### config.mk
export PLATFORM = sky130hd
export DESIGN_NAME = irda_shaper
export DESIGN_NICKNAME = d
export VERILOG_FILES = /design/src/rtl/irda_pkg.sv /design/src/rtl/irda_bit_timer.sv /design/src/rtl/irda_tx_shaper.sv /design/src/rtl/irda_rx_decoder.sv /design/src/rtl/irda_shaper.sv
export SDC_FILE = /design/constraint.sdc
export NUM_CORES = 1
export LEC_CHECK = 0
export BUFFER_PORTS_ARGS = -buffer_cell sky130_fd_sc_hd__buf_2
export CAP_MARGIN = 25
export CORE_ASPECT_RATIO = 1.75
export CORE_UTILIZATION = 47
export CTS_CLUSTER_SIZE = 40
export DETAILED_ROUTE_END_ITERATION = 16
export PLACE_DENSITY = 0.69
export SLEW_MARGIN = 10
export SYNTH_ARGS = -nofsm -noshare
export SYNTH_HDL_FRONTEND = slang
export SYNTH_SLANG_ARGS = --single-unit
export TNS_END_PERCENT = 20
### constraint.sdc
create_clock -name clk_i -period 5.2 [get_ports clk_i]
set_clock_uncertainty 0.1 [all_clocks]
set_input_delay 0.78 -clock clk_i [delete_from_list [all_inputs] [get_ports clk_i]]
set_output_delay 0.78 -clock clk_i [all_outputs]
set_load 0.02 [all_outputs]
### src/rtl/irda_pkg.sv
package irda_pkg;

  typedef enum logic [1:0] {
    MODE_NRZ     = 2'd0,
    MODE_SIR     = 2'd1,
    MODE_SHORT   = 2'd2,
    MODE_QUARTER = 2'd3
  } mode_e;

  // packed MSB first: tx_inv is bit 5, en is bit 0
  typedef struct packed {
    logic tx_inv;
    logic rx_inv;
    logic quarter;
    logic shortp;
    logic sir;
    logic en;
  } ctrl_t;

  function automatic mode_e decode_mode(ctrl_t c);
    mode_e m;
    if (!c.en)          m = MODE_NRZ;
    else if (c.quarter) m = MODE_QUARTER;
    else if (c.shortp)  m = MODE_SHORT;
    else if (c.sir)     m = MODE_SIR;
    else                m = MODE_NRZ;
    return m;
  endfunction

endpackage

### src/rtl/irda_bit_timer.sv
module irda_bit_timer #(
  parameter int OVS = 16
) (
  input  logic clk_i,
  input  logic rst_ni,
  input  logic tick_i,
  output logic bit_start_o
);
  localparam int PH_W = (OVS > 1) ? $clog2(OVS) : 1;
  localparam logic [PH_W-1:0] PH_LAST = PH_W'(OVS - 1);

  logic [PH_W-1:0] phase_q;

  assign bit_start_o = tick_i && (phase_q == PH_LAST);

  always_ff @(posedge clk_i or negedge rst_ni) begin
    if (!rst_ni) begin
      phase_q <= '0;
    end else if (tick_i) begin
      phase_q <= (phase_q == PH_LAST) ? '0 : phase_q + 1'b1;
    end
  end

  AST_PHASE_IDLE: assert property (@(posedge clk_i) disable iff (!rst_ni)
    !tick_i |=> $stable(phase_q));
  AST_PHASE_RESTART: assert property (@(posedge clk_i) disable iff (!rst_ni)
    bit_start_o |=> (phase_q == '0) && !bit_start_o);

endmodule

### src/rtl/irda_tx_shaper.sv
module irda_tx_shaper
  import irda_pkg::*;
#(
  parameter int OVS       = 16,
  parameter int SHORT_CYC = 82
) (
  input  logic  clk_i,
  input  logic  rst_ni,
  input  logic  tick_i,
  input  logic  bit_start_i,
  input  mode_e mode_nxt_i,
  input  mode_e mode_q_i,
  input  logic  tx_nrz_i,
  input  logic  tx_inv_i,
  output logic  tx_pin_o
);
  localparam int SIR_TICKS = (3 * OVS) / 16;
  localparam int QTR_TICKS = OVS / 4;
  localparam int MAX_CNT   = (SHORT_CYC > QTR_TICKS) ? SHORT_CYC : QTR_TICKS;
  localparam int CNT_W     = $clog2(MAX_CNT + 1);

  logic             pulse_q;
  logic [CNT_W-1:0] cnt_q;
  logic [CNT_W-1:0] load_val;
  logic             step;

  always_comb begin
    unique case (mode_nxt_i)
      MODE_SIR:     load_val = CNT_W'(SIR_TICKS);
      MODE_SHORT:   load_val = CNT_W'(SHORT_CYC);
      MODE_QUARTER: load_val = CNT_W'(QTR_TICKS);
      default:      load_val = '0;
    endcase
  end

  // fixed-width mode counts clocks, the others count ticks
  assign step = (mode_q_i == MODE_SHORT) || tick_i;

  always_ff @(posedge clk_i or negedge rst_ni) begin
    if (!rst_ni) begin
      pulse_q <= 1'b0;
      cnt_q   <= '0;
    end else if (bit_start_i) begin
      if ((mode_nxt_i != MODE_NRZ) && !tx_nrz_i) begin
        pulse_q <= 1'b1;
        cnt_q   <= load_val;
      end else begin
        pulse_q <= 1'b0;
        cnt_q   <= '0;
      end
    end else if (pulse_q && step) begin
      if (cnt_q == CNT_W'(1)) pulse_q <= 1'b0;
      cnt_q <= cnt_q - 1'b1;
    end
  end

  always_ff @(posedge clk_i or negedge rst_ni) begin
    if (!rst_ni) tx_pin_o <= 1'b1;
    else         tx_pin_o <= ((mode_q_i == MODE_NRZ) ? tx_nrz_i : pulse_q) ^ tx_inv_i;
  end

  AST_NO_PULSE_ON_ONE: assert property (@(posedge clk_i) disable iff (!rst_ni)
    bit_start_i && tx_nrz_i |=> !pulse_q);
  AST_PULSE_ON_ZERO: assert property (@(posedge clk_i) disable iff (!rst_ni)
    bit_start_i && !tx_nrz_i && (mode_nxt_i != MODE_NRZ) |=> pulse_q);
  AST_NO_PULSE_IN_NRZ: assert property (@(posedge clk_i) disable iff (!rst_ni)
    (mode_q_i == MODE_NRZ) |-> !pulse_q);
  AST_TICK_PULSE_BOUND: assert property (@(posedge clk_i) disable iff (!rst_ni)
    pulse_q && (mode_q_i != MODE_SHORT) |-> cnt_q <= CNT_W'(QTR_TICKS));
  AST_PULSE_NO_RESTART: assert property (@(posedge clk_i) disable iff (!rst_ni)
    !pulse_q && !bit_start_i |=> !pulse_q);

endmodule

### src/rtl/irda_rx_decoder.sv
module irda_rx_decoder
  import irda_pkg::*;
#(
  parameter int SYNC_STAGES = 2
) (
  input  logic  clk_i,
  input  logic  rst_ni,
  input  logic  bit_start_i,
  input  mode_e mode_q_i,
  input  logic  rx_pin_i,
  input  logic  rx_inv_i,
  output logic  rx_nrz_o
);
  logic [SYNC_STAGES-1:0] sync_q;
  logic                   rx_s;
  logic                   seen_q;

  always_ff @(posedge clk_i or negedge rst_ni) begin
    if (!rst_ni) sync_q <= '1;
    else         sync_q <= {sync_q[SYNC_STAGES-2:0], rx_pin_i};
  end

  assign rx_s = sync_q[SYNC_STAGES-1] ^ rx_inv_i;

  always_ff @(posedge clk_i or negedge rst_ni) begin
    if (!rst_ni) begin
      rx_nrz_o <= 1'b1;
      seen_q   <= 1'b0;
    end else if (mode_q_i == MODE_NRZ) begin
      rx_nrz_o <= rx_s;
      seen_q   <= 1'b0;
    end else if (bit_start_i) begin
      rx_nrz_o <= ~(seen_q | rx_s);
      seen_q   <= 1'b0;
    end else if (rx_s) begin
      seen_q   <= 1'b1;
    end
  end

  AST_RX_HOLD: assert property (@(posedge clk_i) disable iff (!rst_ni)
    (mode_q_i != MODE_NRZ) && !bit_start_i |=> $stable(rx_nrz_o));
  AST_RX_PULSE_ZERO: assert property (@(posedge clk_i) disable iff (!rst_ni)
    (mode_q_i != MODE_NRZ) && bit_start_i && seen_q |=> !rx_nrz_o);

endmodule

### src/rtl/irda_shaper.sv
module irda_shaper
  import irda_pkg::*;
#(
  parameter int OVS       = 16,
  parameter int SHORT_CYC = 82
) (
  input  logic       clk_i,
  input  logic       rst_ni,
  input  logic       tick16_i,
  input  logic       ctrl_we_i,
  input  logic [5:0] ctrl_d_i,
  output logic [5:0] ctrl_q_o,
  input  logic       tx_nrz_i,
  output logic       tx_pin_o,
  input  logic       rx_pin_i,
  output logic       rx_nrz_o
);
  ctrl_t ctrl_q;
  mode_e mode_q;
  mode_e mode_nxt;
  logic  bit_start;

  always_ff @(posedge clk_i or negedge rst_ni) begin
    if (!rst_ni)        ctrl_q <= '0;
    else if (ctrl_we_i) ctrl_q <= ctrl_t'(ctrl_d_i);
  end

  assign ctrl_q_o = ctrl_q;
  assign mode_nxt = decode_mode(ctrl_q);

  always_ff @(posedge clk_i or negedge rst_ni) begin
    if (!rst_ni)        mode_q <= MODE_NRZ;
    else if (bit_start) mode_q <= mode_nxt;
  end

  irda_bit_timer #(.OVS(OVS)) u_timer (
    .clk_i       (clk_i),
    .rst_ni      (rst_ni),
    .tick_i      (tick16_i),
    .bit_start_o (bit_start)
  );

  irda_tx_shaper #(.OVS(OVS), .SHORT_CYC(SHORT_CYC)) u_tx (
    .clk_i       (clk_i),
    .rst_ni      (rst_ni),
    .tick_i      (tick16_i),
    .bit_start_i (bit_start),
    .mode_nxt_i  (mode_nxt),
    .mode_q_i    (mode_q),
    .tx_nrz_i    (tx_nrz_i),
    .tx_inv_i    (ctrl_q.tx_inv),
    .tx_pin_o    (tx_pin_o)
  );

  irda_rx_decoder #(.SYNC_STAGES(2)) u_rx (
    .clk_i       (clk_i),
    .rst_ni      (rst_ni),
    .bit_start_i (bit_start),
    .mode_q_i    (mode_q),
    .rx_pin_i    (rx_pin_i),
    .rx_inv_i    (ctrl_q.rx_inv),
    .rx_nrz_o    (rx_nrz_o)
  );

  AST_CTRL_WRITE: assert property (@(posedge clk_i) disable iff (!rst_ni)
    ctrl_we_i |=> ctrl_q_o == $past(ctrl_d_i));
  AST_CTRL_HOLD: assert property (@(posedge clk_i) disable iff (!rst_ni)
    !ctrl_we_i |=> $stable(ctrl_q_o));
  AST_MODE_AT_BOUNDARY: assert property (@(posedge clk_i) disable iff (!rst_ni)
    !bit_start |=> $stable(mode_q));

endmodule

## Word level (Yosys, flattened, before mapping)

Index checks and enable logic that the tools add are counted.

| storage, ports and cells | value |
|---|---|
| register bits after elaboration | 25 |
| output and inout bits | 8 |
| logic and storage cells | 57 |

| cells by class | value |
|---|---|
| add/subtract/negate cells | 2 |
| equal/unequal tests | 6 |
| muxes and demuxes | 19 |
| bitwise operators | 4 |
| reductions and logical operators | 12 |

Operators by type and width:

| kind | count |
|---|---|
| $mux W7 | 3 |
| $pmux W7 S3 | 1 |
| $mux W1 | 11 |
| $reduce_bool A2 Y1 | 4 |
| $eq A7 B1 Y1 const B | 1 |
| $sub A7 B1 Y7 const B | 1 |
| $eq A2 B2 Y1 const B | 3 |
| $mux W2 | 3 |
| $add A4 B1 Y4 const B | 1 |
| $eq A4 B4 Y1 const B | 1 |
| $mux W4 | 1 |
| $logic_and A1 B1 Y1 | 3 |
| $reduce_bool A3 Y1 | 1 |
| $eq A2 B1 Y1 const B | 1 |
| $logic_not A2 Y1 | 1 |
| $reduce_and A2 Y1 | 1 |
| $xor A1 B1 Y1 | 2 |
| $logic_not A1 Y1 | 1 |
| $logic_or A1 B1 Y1 | 1 |
| $not A1 Y1 | 1 |
| $or A1 B1 Y1 | 1 |

## Longest topological paths before layout

Gate-level depths: netlist of the first run.

| logic depth | value |
|---|---|
| depth after elaboration | 8 |
| gate-level depth with buffers | 7 |
| mapped depth without buffers | 7 |

## Modules after synthesis

A second synthesis of the first run with hierarchy kept.

| unflattened totals | value |
|---|---|
| cell total of the unflattened synthesis | 120 |
| area total of the unflattened synthesis | 1377.6 um^2 |

By module, submodules not included:

| module | times used | cells each | area each (um^2) |
|---|---|---|---|
| irda_tx_shaper | 1 | 70 | 690.7 |
| irda_shaper | 1 | 22 | 339.1 |
| irda_bit_timer | 1 | 16 | 193.9 |
| irda_rx_decoder | 1 | 12 | 153.9 |

## Worst setup path before layout of the first run

OpenSTA, ideal clock, no wires.

| timing path | value |
|---|---|
| path type | register to register |
| start point | register ctrl_q, in the netlist ctrl_q_o[1] |
| end point | register u_tx.cnt_q[2] |
| arrival | 1.571 ns |
| setup slack | 3.408 ns |
| cell stages (with the launch flop) | 8 |
| path buffers | 0 |
| cells stage by stage | dfrtp_1 nor2b_1 o21ai_1 ha_1 nor2_1 and3_1 o22a_1 o22a_1 |

| on the way | value |
|---|---|
| longest elaborated chain between the ends | 8 |
| elaborated cells between the ends (all ways) | 12 |

RTL lines:

| element | RTL line | RTL |
|---|---|---|
| start: declaration | irda_shaper.sv:18 | `ctrl_t ctrl_q;` |
| start signal: assignment | irda_shaper.sv:25 | `else if (ctrl_we_i) ctrl_q <= ctrl_t'(ctrl_d_i);` |
| $mux W1 * | irda_pkg.sv:25 | `else if (c.sir) m = MODE_SIR;` |
| $mux W2 * | irda_pkg.sv:24 | `else if (c.shortp) m = MODE_SHORT;` |
| $mux W2 * | irda_pkg.sv:23 | `else if (c.quarter) m = MODE_QUARTER;` |
| $mux W2 * | irda_pkg.sv:22 | `if (!c.en) m = MODE_NRZ;` |
| $eq A2 B2 Y1, or another cell as far along | irda_tx_shaper.sv:28 | `unique case (mode_nxt_i)` |
| $pmux W7 S3 / $logic_and A1 B1 Y1 (equally long branches) | irda_tx_shaper.sv:28, irda_tx_shaper.sv:44 |  |
| $mux W7 * | irda_tx_shaper.sv:44 | `if ((mode_nxt_i != MODE_NRZ) && !tx_nrz_i) begin` |
| $mux W7 * | irda_tx_shaper.sv:43 | `end else if (bit_start_i) begin` |
| end signal: assignment | irda_tx_shaper.sv:46 | `cnt_q <= load_val;` |
| end signal: assignment | irda_tx_shaper.sv:53 | `cnt_q <= cnt_q - 1'b1;` |
| end: declaration | irda_tx_shaper.sv:23 | `logic [CNT_W-1:0] cnt_q;` |

Every way passes the cells marked *; elsewhere a longest branch is shown, timed or not.
A chain may end at the register's enable or synchronous reset.

## Worst setup path in the final report of the first run

| timing path | value |
|---|---|
| start point | register ctrl_q, in the netlist ctrl_q_o[3] |
| end point | register u_tx.cnt_q[2] |

| on the way | value |
|---|---|
| longest elaborated chain between the ends | 6 |
| elaborated cells between the ends (all ways) | 10 |

RTL lines:

| element | RTL line |
|---|---|
| $mux W2 * | irda_pkg.sv:23 |
| $mux W2 * | irda_pkg.sv:22 |
| $eq A2 B2 Y1, or another cell as far along | irda_tx_shaper.sv:28 |
| $pmux W7 S3 / $logic_and A1 B1 Y1 (equally long branches) | irda_tx_shaper.sv:28, irda_tx_shaper.sv:44 |
| $mux W7 * | irda_tx_shaper.sv:44 |
| $mux W7 * | irda_tx_shaper.sv:43 |

Marks and branches as above.

==> results of run 1 <==
per-stage QoR:
step	utilization	hold WS (ps)	area, µm²	setup WS, ps
6_report	0.563	262	1420	3250
3_5_place_dp	0.543	251	1370	3050
3_3_place_gp	0.543	246	1370	3110
5_1_grt	0.563	267	1420	3160
4_1_cts	0.563	264	1420	3250
2_1_floorplan	-	245	1280	3410
report_power, final:
group          switching [W]  internal [W]  leakage, nW
clock              0.0000636     0.0000543       0.0217
combinational       0.000116     0.0000991        0.330
sequential         0.0000667      0.000263        0.302
layout by cell type, fill, tap and decap left out, drive strengths merged, types with 2 or more instances in the layout:
cell type	count
a21oi	3
a22oi	2
and3	2
buf	19
clkbuf	3
dfrtp	21
dfstp	4
ha	7
inv	6
mux2	7
nand2	9
nand3	5
nand4	2
nor2	8
nor2b	2
nor3	2
o2111ai	2
o21ai	11
o22a	4
xnor2	3
xor2	3
path summary, 6_finish.rpt:
check                          startpoint            endpoint  cells after the start
hold / removal             u_rx.sync_q[0]      u_rx.sync_q[1]                      0
setup / recovery              ctrl_q_o[3]       u_tx.cnt_q[2]                      6
max in group asynchronous          rst_ni       u_rx.rx_nrz_o                      1
min in group asynchronous          rst_ni  u_timer.phase_q[0]                      1
setup reg to reg              ctrl_q_o[3]       u_tx.cnt_q[2]                      6
hold reg to reg            u_rx.sync_q[0]      u_rx.sync_q[1]                      0
worst max-delay path, cell delays in order (launching register included):
cell,delay [ps]
dfrtp_1,410
o21ai_0,420
ha_1,250
nor2_1,100
and3_1,210
o22a_1,170
o22a_1,180
flip-flops by register name, summed over array words and instances (netlist names):
register,count
mode_q,2
u_rx.seen_q,1
u_rx.sync_q,2
ctrl_q_o,6
u_tx.pulse_q,1
u_tx.tx_pin_o,1
u_rx.rx_nrz_o,1
u_tx.cnt_q,7
u_timer.phase_q,4
cell families (layout without fill, tap and decap cells):
kind of cell / count (synthesis) / count (layout) / synth area share
xor gates and xnor gates: 6 / 6 / 0.0410
muxes: 8 / 8 / 0.0693
and+or+nand+nor: 32 / 32 / 0.136
buffers and inverters: 12 / 29 / 0.0478
AOI/OAI and AO/OA: 28 / 28 / 0.146
DFF: 25 / 25 / 0.492
adders and majority gates: 7 / 7 / 0.0684
per-layer routing:
| metal | vias up | track usage | wire (µm) |
|---|---|---|---|
| li1 | 451 | - | - |
| met2 | 13 | 0.342 | 1370 |
| met1 | 445 | 0.169 | 916 |
| met4 | 0 | 0.0430 | 5 |
| met3 | 2 | 0.0306 | 52 |
| met5 | - | 0 | 0 |
area by class of cell:
type	count	area [µm²]
Tap cell	26	32.5
Inverter	6	22.5
Timing Repair Buffer	19	95.1
Clock inverter	1	7.51
Sequential cell	25	631
Multi-Input combinational cell	81	589
Fill cell	243	1100
Clock buffer	3	41.3
==> impl_metrics.json, run 1 <==
{
  "status": "completed",
  "grt_pass1_wl_um": 3880,
  "netlist.top_cell.by_area": "dfrtp_1",
  "synth.distinct_cells": 33,
  "dp_hpwl_um": 1800,
  "core-area_um2": 2520,
  "hold_buffers": 0,
  "synth_edf_count": 0,
  "setup_viol": 0,
  "cts_buffer_depth": 2,
  "synth_seq_cells": 25,
  "post_cts_buffers": 0,
  "hold_violations": 0,
  "avgSynthCellArea_um2": 10.9,
  "synth.most_common_cell": "dfrtp_1",
  "routed_via_density": 5.66,
  "layout.cells.non_filler": 161,
  "syn2layout_area_growth_pct": 10.7,
  "cts_tree": "yes",
  "vdd_drop_max_uv": 304,
  "slew_headroom": 0.645,
  "ios": 20,
  "vias": 911,
  "cap_violations": 0,
  "fmax_mhz": 512,
  "clock-sinks": 25,
  "async_flop_share": 1.00,
  "finalCritPeriodShare": 0.376,
  "overflow": 0,
  "ys_warn_count": 0,
  "ys.flop_type": "dfrtp_1",
  "rows": 24,
  "synth_common_cells": "dfrtp_1 (21), nand2_1 (9), nor2_1 (8), ha_1 (7), mux2_2 (7)",
  "postRouteAntennaNets": 0,
  "nNetsFinal": 155,
  "cts_buffers": 3,
  "cp_max_fo": 5,
  "clk_pin_slew_ps": 90,
  "start_kind": "flip-flop",
  "syn-num-nets": 137,
  "powerDensity_nw_per_um2": 467,
  "placed_cells": 157,
  "portBuffers": 19,
  "synth_top_area_frac": 0.410,
  "syn_area_um2": 1280,
  "syn_inst": 118,
  "antenna_found_initial": 0,
  "n_antenna_cell": 0,
  "cp.required_ps": 5260,
  "drt_drc_violations_left": 0,
  "cp_data_arrival_time_ps": 2020,
  "gp_congestion": 0.809,
  "netlist_top_cells_area": "dfrtp_1 (41%), dfstp_2 (8.2%), ha_1 (6.8%)",
  "die_area_um2": 2950,
  "drt_iter0_drc": 36,
  "power.total_w": 0.000663,
  "hold_path.class": "reg -> reg",
  "fp.dieH_um": 71.1,
  "period_minus_slack_ps": 1950,
  "setup_tns_ps": 0,
  "root_buffer": "clkbuf_8",
  "yosysSeqAreaShare": 0.492,
  "slew_violations": 0,
  "drt_first_pass_iters": 4,
  "rsz0062_at_grt": "false",
  "grt_pass1_vias": 921,
  "clock_latency_ps": 270,
  "grt_max_degree": 26,
  "endpoint_kind": "flip-flop",
  "drt_wl_total_um": 2340,
  "cts_resized": 0,
  "die_w_um": 41.5,
  "cellLeakagePower_nw": 0.654,
  "drive_gt1_frac": 0.267,
  "avgRoutedWirePerCell_um": 14.6,
  "r2r_slack_ps": 3250,
  "grtUsageTotal": 0.169,
  "start_util": 0.508,
  "tightest_slew_ps": 532,
  "htree_num_levels": 1,
  "crit_type": "reg -> reg"
}
No activity file was read; power rests on OpenSTA's default activity.
==> inputs of run 2 (changes only) <==
Settings changed: ABC_AREA set to 1.
Clock period 5.2 ns to 1.85 ns, I/O delays scaled along.
==> run 2 against run 1 <==
Final area up 8.9%. Clock-buffer cell count did not move. Synthesized cell count increased by 33%. Utilization decreased by 0.11 points. Worst hold slack worse by 150 ps. First-iteration DRC count decreased by 39%. Final cell count increased by 27%. Synthesized area increased by 7.3%. Non-clock buffer count increased by 2. Critical path depth up 4. Critical path type unchanged. Critical endpoint unchanged.
==> impl_metrics.json, run 2 <==
{
  "largest_reg_flops": 7,
  "clock_latency_ps": 270,
  "dp_hpwl_um": 2000,
  "power.switching_w": 0.000865,
  "most-common-layout-cells": "nand2_1 (30), dfrtp_1 (21), inv_1 (19), buf_2 (19), nor2_1 (14)",
  "multi_input_area_um2": 629,
  "drt_wl_total_um": 2690,
  "highest_layer": "met4",
  "slew_headroom": 0.607,
  "synth_edf_count": 0,
  "setup_viol": 0,
  "clock-sinks": 25,
  "syn_inst": 157,
  "synth.most_common_cell": "nand2_1",
  "p_seq_frac": 0.429,
  "register_area_um2": 631,
  "yosysSeqAreaShare": 0.459,
  "htree_num_levels": 1,
  "fp.dieH_um": 73.6,
  "cts_buffers": 3,
  "synth_top_area_frac": 0.382,
  "r2r_slack_ps": 160,
  "endpoint_kind": "flip-flop",
  "antenna_found_initial": 0,
  "clk_pin_slew_ps": 90,
  "avgSynthCellArea_um2": 8.76,
  "cp_cell_sequence": "o21ai_0, nand2_1, ha_1, nor2_1, inv_1, nor2_4, nand2_2, o21ai_2, nand2_1, nand2_1",
  "cp.required_ps": 1970,
  "drt_drc_violations_left": 0,
  "finalCritPeriodShare": 0.913,
  "overflow": 0,
  "grt_max_degree": 26,
  "drt_iter0_drc": 22,
  "vdd_drop_max_uv": 728,
  "synth_seq_cells": 25,
  "postRouteAntennaNets": 0,
  "nNetsFinal": 198,
  "grt_pass1_vias": 1043,
  "min_path_cells": 3,
  "r2r_cells": 10,
  "slew_violations": 0,
  "status": "completed",
  "cellLeakagePower_nw": 0.779,
  "post-route-cell-area_um2": 1550,
  "root_buffer": "clkbuf_8",
  "avgRoutedWirePerCell_um": 13.1,
  "period_minus_slack_ps": 1690,
  "ys_warn_count": 0,
  "cp_common_cell": "nand2_1",
  "die_w_um": 42.9,
  "rows": 25,
  "netlist_top_cells_area": "dfrtp_1 (38%), nand2_1 (8.2%), dfstp_2 (7.6%)",
  "placed_area_um2": 1470,
  "nFillCells": 271,
  "cp_data_arrival_time_ps": 1810,
  "crit_type": "reg -> reg",
  "drive_gt1_frac": 0.292,
  "largest_register": "u_tx.cnt_q",
  "slowest_stage": "dfrtp_1",
  "wl_met3_um": 79,
  "post_cts_buffers": 0,
  "crit_start": "ctrl_q_o[2]",
  "p_clk_frac": 0.160,
  "layout.cells.non_filler": 205,
  "cts_buffer_depth": 2,
  "ys.flop_type": "dfrtp_1",
  "syn-num-nets": 176,
  "placed_cells": 199,
  "slowest_delay_ps": 410,
  "vias": 1056,
  "combPwrFrac": 0.412,
  "setup_tns_ps": 0,
  "start_kind": "flip-flop",
  "cap_violations": 0,
  "tightest_slew_ps": 589,
  "swShare": 0.416,
  "met2WireLength_um": 1520,
  "netlist.top_cell.by_area": "dfrtp_1",
  "syn_area_um2": 1380,
  "cp_max_fo": 4,
  "hold_violations": 0,
  "synth.distinct_cells": 29,
  "routed_via_density": 5.15,
  "grtUsageTotal": 0.189,
  "ios": 20,
  "p_int_w": 0.00121,
  "grt_pass1_wl_um": 4360,
  "core-area_um2": 2750,
  "n_antenna_cell": 0,
  "portBuffers": 19,
  "hp-start": "ctrl_d_i[1]",
  "gp_congestion": 0.827,
  "fmax_mhz": 592,
  "powerDensity_nw_per_um2": 1340,
  "mostFrequentLayoutCell": "nand2_1",
  "synth_common_cells": "nand2_1 (30), dfrtp_1 (21), inv_1 (19), nor2_1 (14)",
  "r2r_start": "ctrl_q_o[2]",
  "drt_first_pass_iters": 4,
  "hold_path.class": "in -> reg",
  "die_area_um2": 3150,
  "met1Wirelength_um": 1040,
  "async_flop_share": 1.00,
  "cts_tree": "yes",
  "start_util": 0.500,
  "syn2layout_area_growth_pct": 12.4
}
run 2: cell types whose count changed in the layout (fill, tap and decap cells not counted), moves of 3 or more:
cell / before / now
mux2_2: 7 / 1
nand2_2: 0 / 5
nand2_1: 9 / 30
nand4_1: 2 / 5
o22a_1: 4 / 0
a21oi_2: 0 / 5
nand3_1: 5 / 9
nor2_1: 8 / 14
o21ai_2: 0 / 4
inv_1: 6 / 19
o21ai_0: 6 / 9
run 2: repair_timing:
action	CTS	global route
endpoints found under the hold margin	22	0
resized for setup	0	2
hold buffers	2	0
setup endpoints to repair	0	4
run 2: per-stage QoR:
stage               worst slack [ps]  power [W]  utilization  hold WS [ps]
CTS                             82.8    0.00208        0.558           110
floorplan                        171    0.00154            -          -118
finish                           161    0.00208        0.561           108
global route                   -34.9    0.00223        0.561           114
detailed placement               140    0.00174        0.534           211
global placement                 244    0.00171        0.534           193
run 2: cells by family (layout without fill, tap and decap cells):
family / count (synthesis) / count (layout) / share of synthesized area
buffers and inverters: 27 / 48 / 0.0901
muxes: 1 / 1 / 0.00819
and+or+nand+nor: 69 / 69 / 0.245
DFF: 25 / 25 / 0.459
AOI/OAI and AO/OA: 24 / 24 / 0.109
adders and majority gates: 7 / 7 / 0.0637
xor gates and xnor gates: 4 / 4 / 0.0255
run 2: final cells by class:
class	instances	area share
Clock inverter	1	0.00324
Sequential cell	25	0.408
Clock buffer	3	0.0267
Tap cell	27	0.0219
Timing Repair Buffer	21	0.0745
Inverter	23	0.0583
Multi-Input combinational cell	105	0.407
run 2: metal layers:
| metal | GRT usage | up-vias |
|---|---|---|
| met2 | 0.364 | 22 |
| li1 | - | 541 |
| met5 | 0 | - |
| met3 | 0.0270 | 4 |
| met4 | 0.0833 | 0 |
| met1 | 0.192 | 489 |
run 2: power by group through the flow:
stage	registers (W)	logic (W)	clock network, W
2_1_floorplan	0.000911	0.000630	0
6_report	0.000890	0.000855	0.000331
3_3_place_gp	0.000894	0.000814	0
4_1_cts	0.000891	0.000857	0.000336
3_5_place_dp	0.000900	0.000839	0
5_1_grt	0.000911	0.000965	0.000359
run 2: worst paths after layout:
kind | end
worst max-delay path | u_tx.cnt_q[2]
worst max register to register | u_tx.cnt_q[2]
min in group asynchronous | u_timer.phase_q[2]
worst min register to register | u_rx.sync_q[1]
max in group asynchronous | u_tx.cnt_q[6]
worst min-delay path | ctrl_q_o[1]
run 2: critical path, delay by kind of cell (launching register included):
| family | cells | cell delay, ps |
|---|---|---|
| AND/OR/NAND/NOR | 6 | 550 |
| flip-flops | 1 | 410 |
| adder cells (fa/ha/maj) | 1 | 230 |
| AO/OA/AOI/OAI | 2 | 210 |
| buffers and inverters | 1 | 120 |
